==> src/rtl/sdac_pkg.sv <==
package sdac_pkg;

  typedef enum logic [2:0] {
    OP_NOP       = 3'd0,
    OP_LOAD_IN   = 3'd1,
    OP_LOAD_BOTH = 3'd2,
    OP_BCAST     = 3'd3,
    OP_COPY      = 3'd4
  } op_e;

  typedef struct packed {
    op_e        op;
    logic [1:0] addr;
    logic       set_phase;
    logic       phase_fall;
  } cmd_t;

endpackage

==> src/rtl/sdac_sync.sv <==
module sdac_sync #(
  parameter int unsigned WIDTH   = 1,
  parameter int unsigned STAGES  = 2,
  parameter logic [WIDTH-1:0] RST_VAL = '0
) (
  input  logic             clk_i,
  input  logic             rst_ni,
  input  logic [WIDTH-1:0] d_i,
  output logic [WIDTH-1:0] q_o
);

  logic [WIDTH-1:0] chain_q [STAGES];

  always_ff @(posedge clk_i or negedge rst_ni) begin
    if (!rst_ni) begin
      for (int s = 0; s < STAGES; s++) chain_q[s] <= RST_VAL;
    end else begin
      chain_q[0] <= d_i;
      for (int s = 1; s < STAGES; s++) chain_q[s] <= chain_q[s-1];
    end
  end

  assign q_o = chain_q[STAGES-1];

endmodule

==> src/rtl/sdac_serial_port.sv <==
module sdac_serial_port #(
  parameter int unsigned WORD_W      = 12,
  parameter int unsigned SYNC_STAGES = 2
) (
  input  logic              clk_i,
  input  logic              rst_ni,
  input  logic              sclk_i,
  input  logic              cs_ni,
  input  logic              din_i,
  input  logic              fall_mode_i,
  output logic [WORD_W-1:0] word_o,
  output logic              exec_o,
  output logic              dout_o
);

  logic [2:0] pins_s;
  logic sclk_s, cs_s, din_s;
  logic sclk_prev_q, cs_prev_q;
  logic sclk_rise, sclk_fall, cs_lo;
  logic [WORD_W-1:0] sr_q;
  logic out_bit_q, dout_q;

  // all three pins share one synchronizer so their relative timing is kept
  sdac_sync #(.WIDTH(3), .STAGES(SYNC_STAGES), .RST_VAL(3'b010)) u_sync (
    .clk_i (clk_i),
    .rst_ni(rst_ni),
    .d_i   ({din_i, cs_ni, sclk_i}),
    .q_o   (pins_s)
  );

  assign sclk_s = pins_s[0];
  assign cs_s   = pins_s[1];
  assign din_s  = pins_s[2];

  always_ff @(posedge clk_i or negedge rst_ni) begin
    if (!rst_ni) begin
      sclk_prev_q <= 1'b0;
      cs_prev_q   <= 1'b1;
    end else begin
      sclk_prev_q <= sclk_s;
      cs_prev_q   <= cs_s;
    end
  end

  assign sclk_rise = sclk_s & ~sclk_prev_q;
  assign sclk_fall = ~sclk_s & sclk_prev_q;
  assign cs_lo     = ~cs_s;
  assign exec_o    = cs_s & ~cs_prev_q;

  always_ff @(posedge clk_i or negedge rst_ni) begin
    if (!rst_ni) begin
      sr_q      <= '0;
      out_bit_q <= 1'b0;
    end else if (cs_lo && sclk_rise) begin
      sr_q      <= {sr_q[WORD_W-2:0], din_s};
      out_bit_q <= sr_q[WORD_W-1];
    end
  end

  // rising mode: follow the bit leaving the register; falling mode: half clock later
  always_ff @(posedge clk_i or negedge rst_ni) begin
    if (!rst_ni) begin
      dout_q <= 1'b0;
    end else if (cs_lo) begin
      if (!fall_mode_i && sclk_rise)     dout_q <= sr_q[WORD_W-1];
      else if (fall_mode_i && sclk_fall) dout_q <= out_bit_q;
    end
  end

  assign word_o = sr_q;
  assign dout_o = dout_q;

  AST_CS_HIGH_HOLD: assert property (@(posedge clk_i) disable iff (!rst_ni)
    !cs_lo |=> $stable(dout_q) && $stable(sr_q));

  AST_EXEC_SINGLE: assert property (@(posedge clk_i) disable iff (!rst_ni)
    exec_o |=> !exec_o);

endmodule

==> src/rtl/sdac_cmd_decode.sv <==
module sdac_cmd_decode
  import sdac_pkg::*;
#(
  parameter int unsigned DATA_W = 8,
  localparam int unsigned WORD_W = DATA_W + 4
) (
  input  logic [WORD_W-1:0] word_i,
  output cmd_t              cmd_o,
  output logic [DATA_W-1:0] data_o
);

  logic [1:0] addr, ctrl;

  assign addr   = word_i[WORD_W-1 -: 2];
  assign ctrl   = word_i[WORD_W-3 -: 2];
  assign data_o = word_i[DATA_W-1:0];

  always_comb begin
    cmd_o            = '0;
    cmd_o.addr       = addr;
    cmd_o.op         = OP_NOP;
    unique case (ctrl)
      2'b01: cmd_o.op = OP_LOAD_IN;
      2'b11: cmd_o.op = OP_LOAD_BOTH;
      2'b00: cmd_o.op = (addr == 2'b01) ? OP_BCAST : OP_NOP;
      2'b10: begin
        cmd_o.op         = OP_COPY;
        cmd_o.set_phase  = ~addr[1];
        cmd_o.phase_fall = (addr == 2'b00);
      end
      default: cmd_o.op = OP_NOP;
    endcase
  end

endmodule

==> src/rtl/sdac_reg_bank.sv <==
module sdac_reg_bank
  import sdac_pkg::*;
#(
  parameter int unsigned NUM_CH = 4,
  parameter int unsigned DATA_W = 8
) (
  input  logic                     clk_i,
  input  logic                     rst_ni,
  input  logic                     exec_i,
  input  cmd_t                     cmd_i,
  input  logic [DATA_W-1:0]        data_i,
  input  logic                     ldac_lo_i,
  output logic [NUM_CH*DATA_W-1:0] dac_o
);

  logic [DATA_W-1:0] in_q  [NUM_CH];
  logic [DATA_W-1:0] dac_q [NUM_CH];

  for (genvar i = 0; i < NUM_CH; i++) begin : g_ch
    logic sel;
    logic [DATA_W-1:0] in_d, dac_d;

    assign sel = (32'(cmd_i.addr) == i);

    always_comb begin
      in_d  = in_q[i];
      dac_d = dac_q[i];
      if (exec_i) begin
        unique case (cmd_i.op)
          OP_LOAD_IN:   if (sel) in_d = data_i;
          OP_LOAD_BOTH: if (sel) begin
                          in_d  = data_i;
                          dac_d = data_i;
                        end
          OP_BCAST:     dac_d = data_i;
          OP_COPY:      dac_d = in_q[i];
          default:      ;
        endcase
      end
      // transparent load pin: DAC follows the input register's next value
      if (ldac_lo_i) dac_d = in_d;
    end

    always_ff @(posedge clk_i or negedge rst_ni) begin
      if (!rst_ni) begin
        in_q[i]  <= '0;
        dac_q[i] <= '0;
      end else begin
        in_q[i]  <= in_d;
        dac_q[i] <= dac_d;
      end
    end

    assign dac_o[i*DATA_W +: DATA_W] = dac_q[i];

    AST_LDAC_FOLLOW: assert property (@(posedge clk_i) disable iff (!rst_ni)
      ldac_lo_i |=> dac_q[i] == in_q[i]);

    AST_NOP_HOLD: assert property (@(posedge clk_i) disable iff (!rst_ni)
      (exec_i && cmd_i.op == OP_NOP && !ldac_lo_i) |=> $stable(in_q[i]) && $stable(dac_q[i]));

    AST_LOAD_IN_DAC_HOLD: assert property (@(posedge clk_i) disable iff (!rst_ni)
      (exec_i && cmd_i.op == OP_LOAD_IN && !ldac_lo_i) |=> $stable(dac_q[i]));

    AST_BCAST_ALL: assert property (@(posedge clk_i) disable iff (!rst_ni)
      (exec_i && cmd_i.op == OP_BCAST && !ldac_lo_i) |=> dac_q[i] == $past(data_i) && $stable(in_q[i]));
  end

endmodule

==> src/rtl/sdac_cmd_ctrl.sv <==
module sdac_cmd_ctrl
  import sdac_pkg::*;
#(
  parameter int unsigned NUM_CH      = 4,
  parameter int unsigned DATA_W      = 8,
  parameter int unsigned SYNC_STAGES = 2,
  localparam int unsigned WORD_W     = DATA_W + 4
) (
  input  logic                     clk_i,
  input  logic                     rst_ni,
  input  logic                     sclk_i,
  input  logic                     cs_ni,
  input  logic                     din_i,
  input  logic                     ldac_ni,
  input  logic                     clr_ni,
  output logic                     dout_o,
  output logic [NUM_CH*DATA_W-1:0] dac_code_o
);

  logic [WORD_W-1:0] word;
  logic              exec;
  cmd_t              cmd;
  logic [DATA_W-1:0] data;
  logic              fall_mode_q;
  logic              ldac_s;
  logic              bank_rst_n;

  sdac_serial_port #(.WORD_W(WORD_W), .SYNC_STAGES(SYNC_STAGES)) u_port (
    .clk_i      (clk_i),
    .rst_ni     (rst_ni),
    .sclk_i     (sclk_i),
    .cs_ni      (cs_ni),
    .din_i      (din_i),
    .fall_mode_i(fall_mode_q),
    .word_o     (word),
    .exec_o     (exec),
    .dout_o     (dout_o)
  );

  sdac_cmd_decode #(.DATA_W(DATA_W)) u_dec (
    .word_i(word),
    .cmd_o (cmd),
    .data_o(data)
  );

  sdac_sync #(.WIDTH(1), .STAGES(SYNC_STAGES), .RST_VAL(1'b1)) u_ldac_sync (
    .clk_i (clk_i),
    .rst_ni(rst_ni),
    .d_i   (ldac_ni),
    .q_o   (ldac_s)
  );

  // output phase survives the clear pin; only power-on reset restores it
  always_ff @(posedge clk_i or negedge rst_ni) begin
    if (!rst_ni)                     fall_mode_q <= 1'b0;
    else if (exec && cmd.set_phase)  fall_mode_q <= cmd.phase_fall;
  end

  assign bank_rst_n = rst_ni & clr_ni;

  sdac_reg_bank #(.NUM_CH(NUM_CH), .DATA_W(DATA_W)) u_bank (
    .clk_i    (clk_i),
    .rst_ni   (bank_rst_n),
    .exec_i   (exec),
    .cmd_i    (cmd),
    .data_i   (data),
    .ldac_lo_i(~ldac_s),
    .dac_o    (dac_code_o)
  );

  AST_PHASE_HOLD: assert property (@(posedge clk_i) disable iff (!rst_ni)
    !(exec && cmd.set_phase) |=> $stable(fall_mode_q));

  AST_PHASE_SET: assert property (@(posedge clk_i) disable iff (!rst_ni)
    (exec && cmd.set_phase) |=> fall_mode_q == $past(cmd.phase_fall));

  AST_CLR_ZERO: assert property (@(posedge clk_i) disable iff (!rst_ni)
    !clr_ni |-> dac_code_o == '0);

endmodule

==> config.mk <==
export PLATFORM = sky130hd
export DESIGN_NAME = sdac_cmd_ctrl
export DESIGN_NICKNAME = d
export VERILOG_FILES = /design/src/rtl/sdac_pkg.sv /design/src/rtl/sdac_sync.sv /design/src/rtl/sdac_serial_port.sv /design/src/rtl/sdac_cmd_decode.sv /design/src/rtl/sdac_reg_bank.sv /design/src/rtl/sdac_cmd_ctrl.sv
export SDC_FILE = /design/constraint.sdc
export NUM_CORES = 1
export LEC_CHECK = 0
export BUFFER_PORTS_ARGS = -buffer_cell sky130_fd_sc_hd__buf_2
export CAP_MARGIN = 30
export CORE_UTILIZATION = 35
export CTS_CLUSTER_SIZE = 24
export DETAILED_ROUTE_END_ITERATION = 6
export GPL_ROUTABILITY_DRIVEN = 0
export PLACE_DENSITY_LB_ADDON = 0.05
export SYNTH_ARGS = -nofsm -noshare
export SYNTH_HDL_FRONTEND = slang
export SYNTH_SLANG_ARGS = --single-unit
==> constraint.sdc <==
create_clock -name clk_i -period 7.3 [get_ports clk_i]
set_input_delay 1.46 -clock clk_i [delete_from_list [all_inputs] [get_ports clk_i]]
set_output_delay 1.46 -clock clk_i [all_outputs]
set_load 0.05 [all_outputs]
======== After elaboration in Yosys (flattened, before gate mapping) ========
Index checks and enable logic that the tools add are counted.
word-level totals
  input bits .............................. 7
  register bits ........................... 89
  output and inout port bits .............. 33
  logic and storage cells ................. 90
operators by class
  reductions and logical operators ........ 14
  multiplexer cells ....................... 33
  equal/unequal tests ..................... 16
  bitwise operators ....................... 9
operators with widths
  cell                number
  $mux 8              24
  $pmux 8 s3          4
  $ne 3x2->1 const B  4
  $pmux 3 s4          1
  $reduce_and 3->1    4
  $eq 2x2->1 const B  4
  $eq 3x2->1 const B  2
  $not 1->1           5
  $and 1x1->1         4
  $eq 2x1->1 const B  2
  $logic_and 1x1->1   4
  $logic_not 2->1     2
  $mux 2              2
  $ne 4x1->1 const B  1
  $eq 3x1->1 const B  1
  $eq 3x3->1 const B  1
  $mux 1              2
  $ne 2x2->1 const B  1
  $reduce_and 2->1    1
  $reduce_bool 2->1   1
  $reduce_or 2->1     1
  $logic_not 1->1     1

======== Depth between registers and ports, before layout ========
  word-level depth ........................ 8
  mapped depth ............................ 6
  depth with buffers taken out ............ 4

======== Cells and area by module ========
Synthesis repeated with hierarchy kept, for this count alone.
unflattened totals
  cell total of the unflattened synthesis .. 386
  area, all modules ....................... 4394.2 um2
by module, submodules not included
  module                      area each (um2)  cells each  instances  seq. area each (um2)
  sdac_reg_bank               3286.9           311         1          1601.5
  sdac_serial_port            694.4            40          1          401.6
  sdac_sync at u_port.u_sync  175.2            9           1          152.6
  sdac_cmd_decode             131.4            19          1          0.0
  sdac_cmd_ctrl               53.8             5           1          25.0
  sdac_sync at u_ldac_sync    52.6             2           1          52.6

======== Worst setup path after synthesis ========
OpenSTA, ideal clock, no wires.
  path type ............................... reg-to-output
  from .................................... reg u_port.dout_q, in the netlist u_port.dout_o
  to ...................................... out dout_o
  path slack .............................. 5.229 ns
  arrival ................................. 0.611 ns
  data required time ...................... 5.840 ns
  path buffers ............................ 0
  stages on the path, launching flop included .. 1
  cells stage by stage .................... dfrtp_1
RTL lines
  item                    line                    source
  start, declared         sdac_serial_port.sv:21  logic out_bit_q, dout_q;
  start signal, assigned  sdac_serial_port.sv:65  if (!fall_mode_i && sclk_rise) dout_q <= sr_q[WORD_W-1];
  start signal, assigned  sdac_serial_port.sv:66  else if (fall_mode_i && sclk_fall) dout_q <= out_bit_q;
  end, declared           sdac_cmd_ctrl.sv:16     output logic dout_o,
No word-level cell between the ends.

==> flow_summary.json <==
{
  "fp.dieW_um": 109.0,
  "rows": 38,
  "syn_area_mm2": 0.004009,
  "critical_path_arrival_ns": 2.82,
  "yosysMostFrequentCell": "mux2_2",
  "whs_path_depth": 0,
  "hp-class": "reg -> reg",
  "worst_r2r_path_depth": 4,
  "clock.fmax_mhz": 406.3,
  "drtPass1Iterations": 4,
  "yosysSeqAreaShare": 0.5571,
  "drive_gt1_frac": 0.5183,
  "ctsHoldBuffers": 0,
  "num_vias": 2323,
  "finalCritPeriodShare": 0.3371,
  "grt_max_degree": 65,
  "gr-total-overflow": 0,
  "rsz0062_at_grt": "false",
  "start_util": 0.3650,
  "cp_top_family": "buffers and inverters",
  "die_area_mm2": 0.01189,
  "cts.clk_slew.worst_paths_ns": 0.06,
  "layout.nets": 330,
  "routed-wl-met2_um": 3749,
  "yosys.area.top_type": "dfrtp_1",
  "critPathMaxStageDelay_ns": 0.63,
  "dp_hpwl_um": 5164,
  "drv_slew": 0,
  "syn_to_final_growth_pct": 14.83,
  "crit_path_cell_trace": "buf_2 -> and2_2 -> buf_4",
  "hold_end": "u_port.u_sync.q_o[0]",
  "clk-insertion-delay-late_ns": 0.34,
  "finalClockSkew_ns": 0.009241,
  "antenna_found_initial": 0,
  "synth_nets": 298,
  "postLayoutCellArea_mm2": 0.004603,
  "r2r_setup_slack_ns": 4.92,
  "clkSinkCount": 89,
  "n_antenna_cell": 0,
  "top_level_ports": 40,
  "async_reset_ff_frac": 1.000,
  "cp_max_fo": 64,
  "end_kind": "async pin",
  "wl_met1_um": 4019,
  "leakage_nw": 2.198,
  "ys_types": 40,
  "synthTopCellsByArea": "dfrtp_1 52%, mux2_2 28%, dfstp_2 3.3%",
  "synthCells": 291,
  "ant_nets": 0,
  "finalWirelength_um": 8146,
  "hold_viol": 0,
  "cts_buffers": 9,
  "wire_per_inst_um": 17.41,
  "power_density_mw_per_mm2": 341.8,
  "grt_pass1_vias": 2318,
  "rr_endpoint": "u_bank.dac_o[9]",
  "drt_iter0_drc": 85,
  "drc": 0,
  "max-slew-margin-rel": 0.4437,
  "yosys_warnings": 0,
  "tns_ns": 0,
  "grt_use_total": 0.1538,
  "ys_top_cells_by_count": "99 x mux2_2, 84 x dfrtp_1, 11 x nand2_1",
  "timing.critical_path.buf_inv": 2,
  "cts_resized": 0,
  "avgViaCountPerCell": 4.964,
  "cts_htree_levels": 3,
  "routed.top_layer": "met4",
  "worstHoldStart": "u_port.u_sync.chain_q[3]",
  "slowest_stage": "buf_4",
  "critPathKind": "in -> async",
  "cts_post_setup_buffers_inserted": 0,
  "finalSetupViolations": 0,
  "clock_path_buffers": 2,
  "die_y_um": 109.0,
  "grt_pass1_wl_um": 13200,
  "synthFlopType": "dfrtp_1",
  "crit_path_start_kind": "input port",
  "vdd_drop_max_uv": 169.2,
  "nFillCells": 1067,
  "status": "finished clean",
  "cts_tree": "done",
  "synth_edf_count": 0,
  "period_needed_ns": 2.461,
  "reg2reg_from": "u_port.word_o[10]",
  "route.met3.wl_um": 300,
  "io_buffer_count": 39,
  "avgSynthCellArea_um2": 13.78,
  "clockRootBuffer": "clkbuf_16",
  "place_area_mm2": 0.004289,
  "drv_cap": 0,
  "critPathRequiredTime_ns": 7.66,
  "ys_ff_latch": 89,
  "core-area_mm2": 0.01098,
  "worstMarginPinSlew_ns": 0.8344,
  "yosysTopAreaCellShare": 0.5243
}
-- how the worst max path moves through the flow --
stage	from	slack (ns)	depth (start not counted)	end
after floorplan	clr_ni	3.88	1	u_bank.dac_o[0]
after global placement	rst_ni	4.36	3	u_bank.dac_o[7]
after detailed placement	rst_ni	4.34	3	u_bank.dac_o[7]
after CTS	rst_ni	4.73	3	u_bank.dac_o[23]
after global routing	rst_ni	4.60	3	u_bank.dac_o[1]
final	rst_ni	4.84	3	u_bank.dac_o[1]
-- cells by family (layout without fill, tap and decap cells) --
logic type / Yosys count / count (layout) / share of synthesized area
mux: 103 / 103 / 0.2884
flops: 89 / 89 / 0.5571
simple gates: 41 / 41 / 0.05493
compound gates: 33 / 33 / 0.06835
buf+inv: 25 / 62 / 0.03121
-- registers in the layout (all words and copies together), names as in the netlist --
register / flops
u_port.cs_prev_q: 1
u_port.dout_o: 1
u_ldac_sync.q_o: 1
u_ldac_sync.chain_q: 1
u_port.u_sync.q_o: 3
fall_mode_q: 1
u_bank.dac_o: 32
u_port.u_sync.chain_q: 3
u_bank.in_q: 32
u_port.out_bit_q: 1
u_port.sclk_prev_q: 1
u_port.word_o: 12
-- power by group --
part | switching [mW] | internal [mW] | leakage [nW]
combinational | 0.268 | 0.150 | 0.871
sequential | 0.102 | 0.575 | 1.17
clock | 0.193 | 0.286 | 0.156
total | 0.562 | 1.01 | 2.20
-- cell usage in the layout, fill, tap and decap left out, types with 2 or more instances in the layout --
cell,n
clkbuf_8,2
dfrtp_1,84
o211ai_1,2
clkbuf_16,9
nand3_1,4
buf_2,39
and2_1,2
nand2b_1,4
o32ai_1,2
o31ai_1,2
clkinv_4,2
a21oi_1,3
o21a_1,3
dfstp_2,5
nor2b_1,4
nor2_1,7
a31oi_1,3
mux2_2,99
o21ai_0,7
nand2_1,11
a22oi_2,3
mux2i_1,3
inv_1,5
buf_4,2
-- per-layer routing --
| metal | vias up | track usage |
|---|---|---|
| met1 | 1174 | 0.2130 |
| met5 | - | 0 |
| li1 | 1107 | - |
| met3 | 5 | 0.05140 |
| met4 | 0 | 0.04344 |
| met2 | 37 | 0.2278 |
-- area by class of cell --
cell class	instances	area (µm²)	share of cell area
multi-input combinational	177	1652	0.3588
sequential	89	2233	0.4852
tap	140	175.2	0.03805
clock inverter	5	61.31	0.01332
timing repair buffer	41	210.2	0.04566
clock buffer	11	252.7	0.05491
inverter	5	18.77	0.004077
-- stage by stage --
| step | instances | total power [mW] | setup slack [ns] | util | hold WS (ns) |
|---|---|---|---|---|---|
| 2_1_floorplan | 291 | 0.9987 | 3.879 | - | 0.3312 |
| 3_3_place_gp | 452 | 1.110 | 4.362 | 0.3905 | 0.3349 |
| 3_5_place_dp | 452 | 1.112 | 4.345 | 0.3905 | 0.3347 |
| 4_1_cts | 468 | 1.601 | 4.730 | 0.4191 | 0.3503 |
| 5_1_grt | 468 | 1.659 | 4.600 | 0.4191 | 0.3578 |
| 6_report | 468 | 1.574 | 4.839 | 0.4191 | 0.3492 |
(Power assumes the default switching activity.)
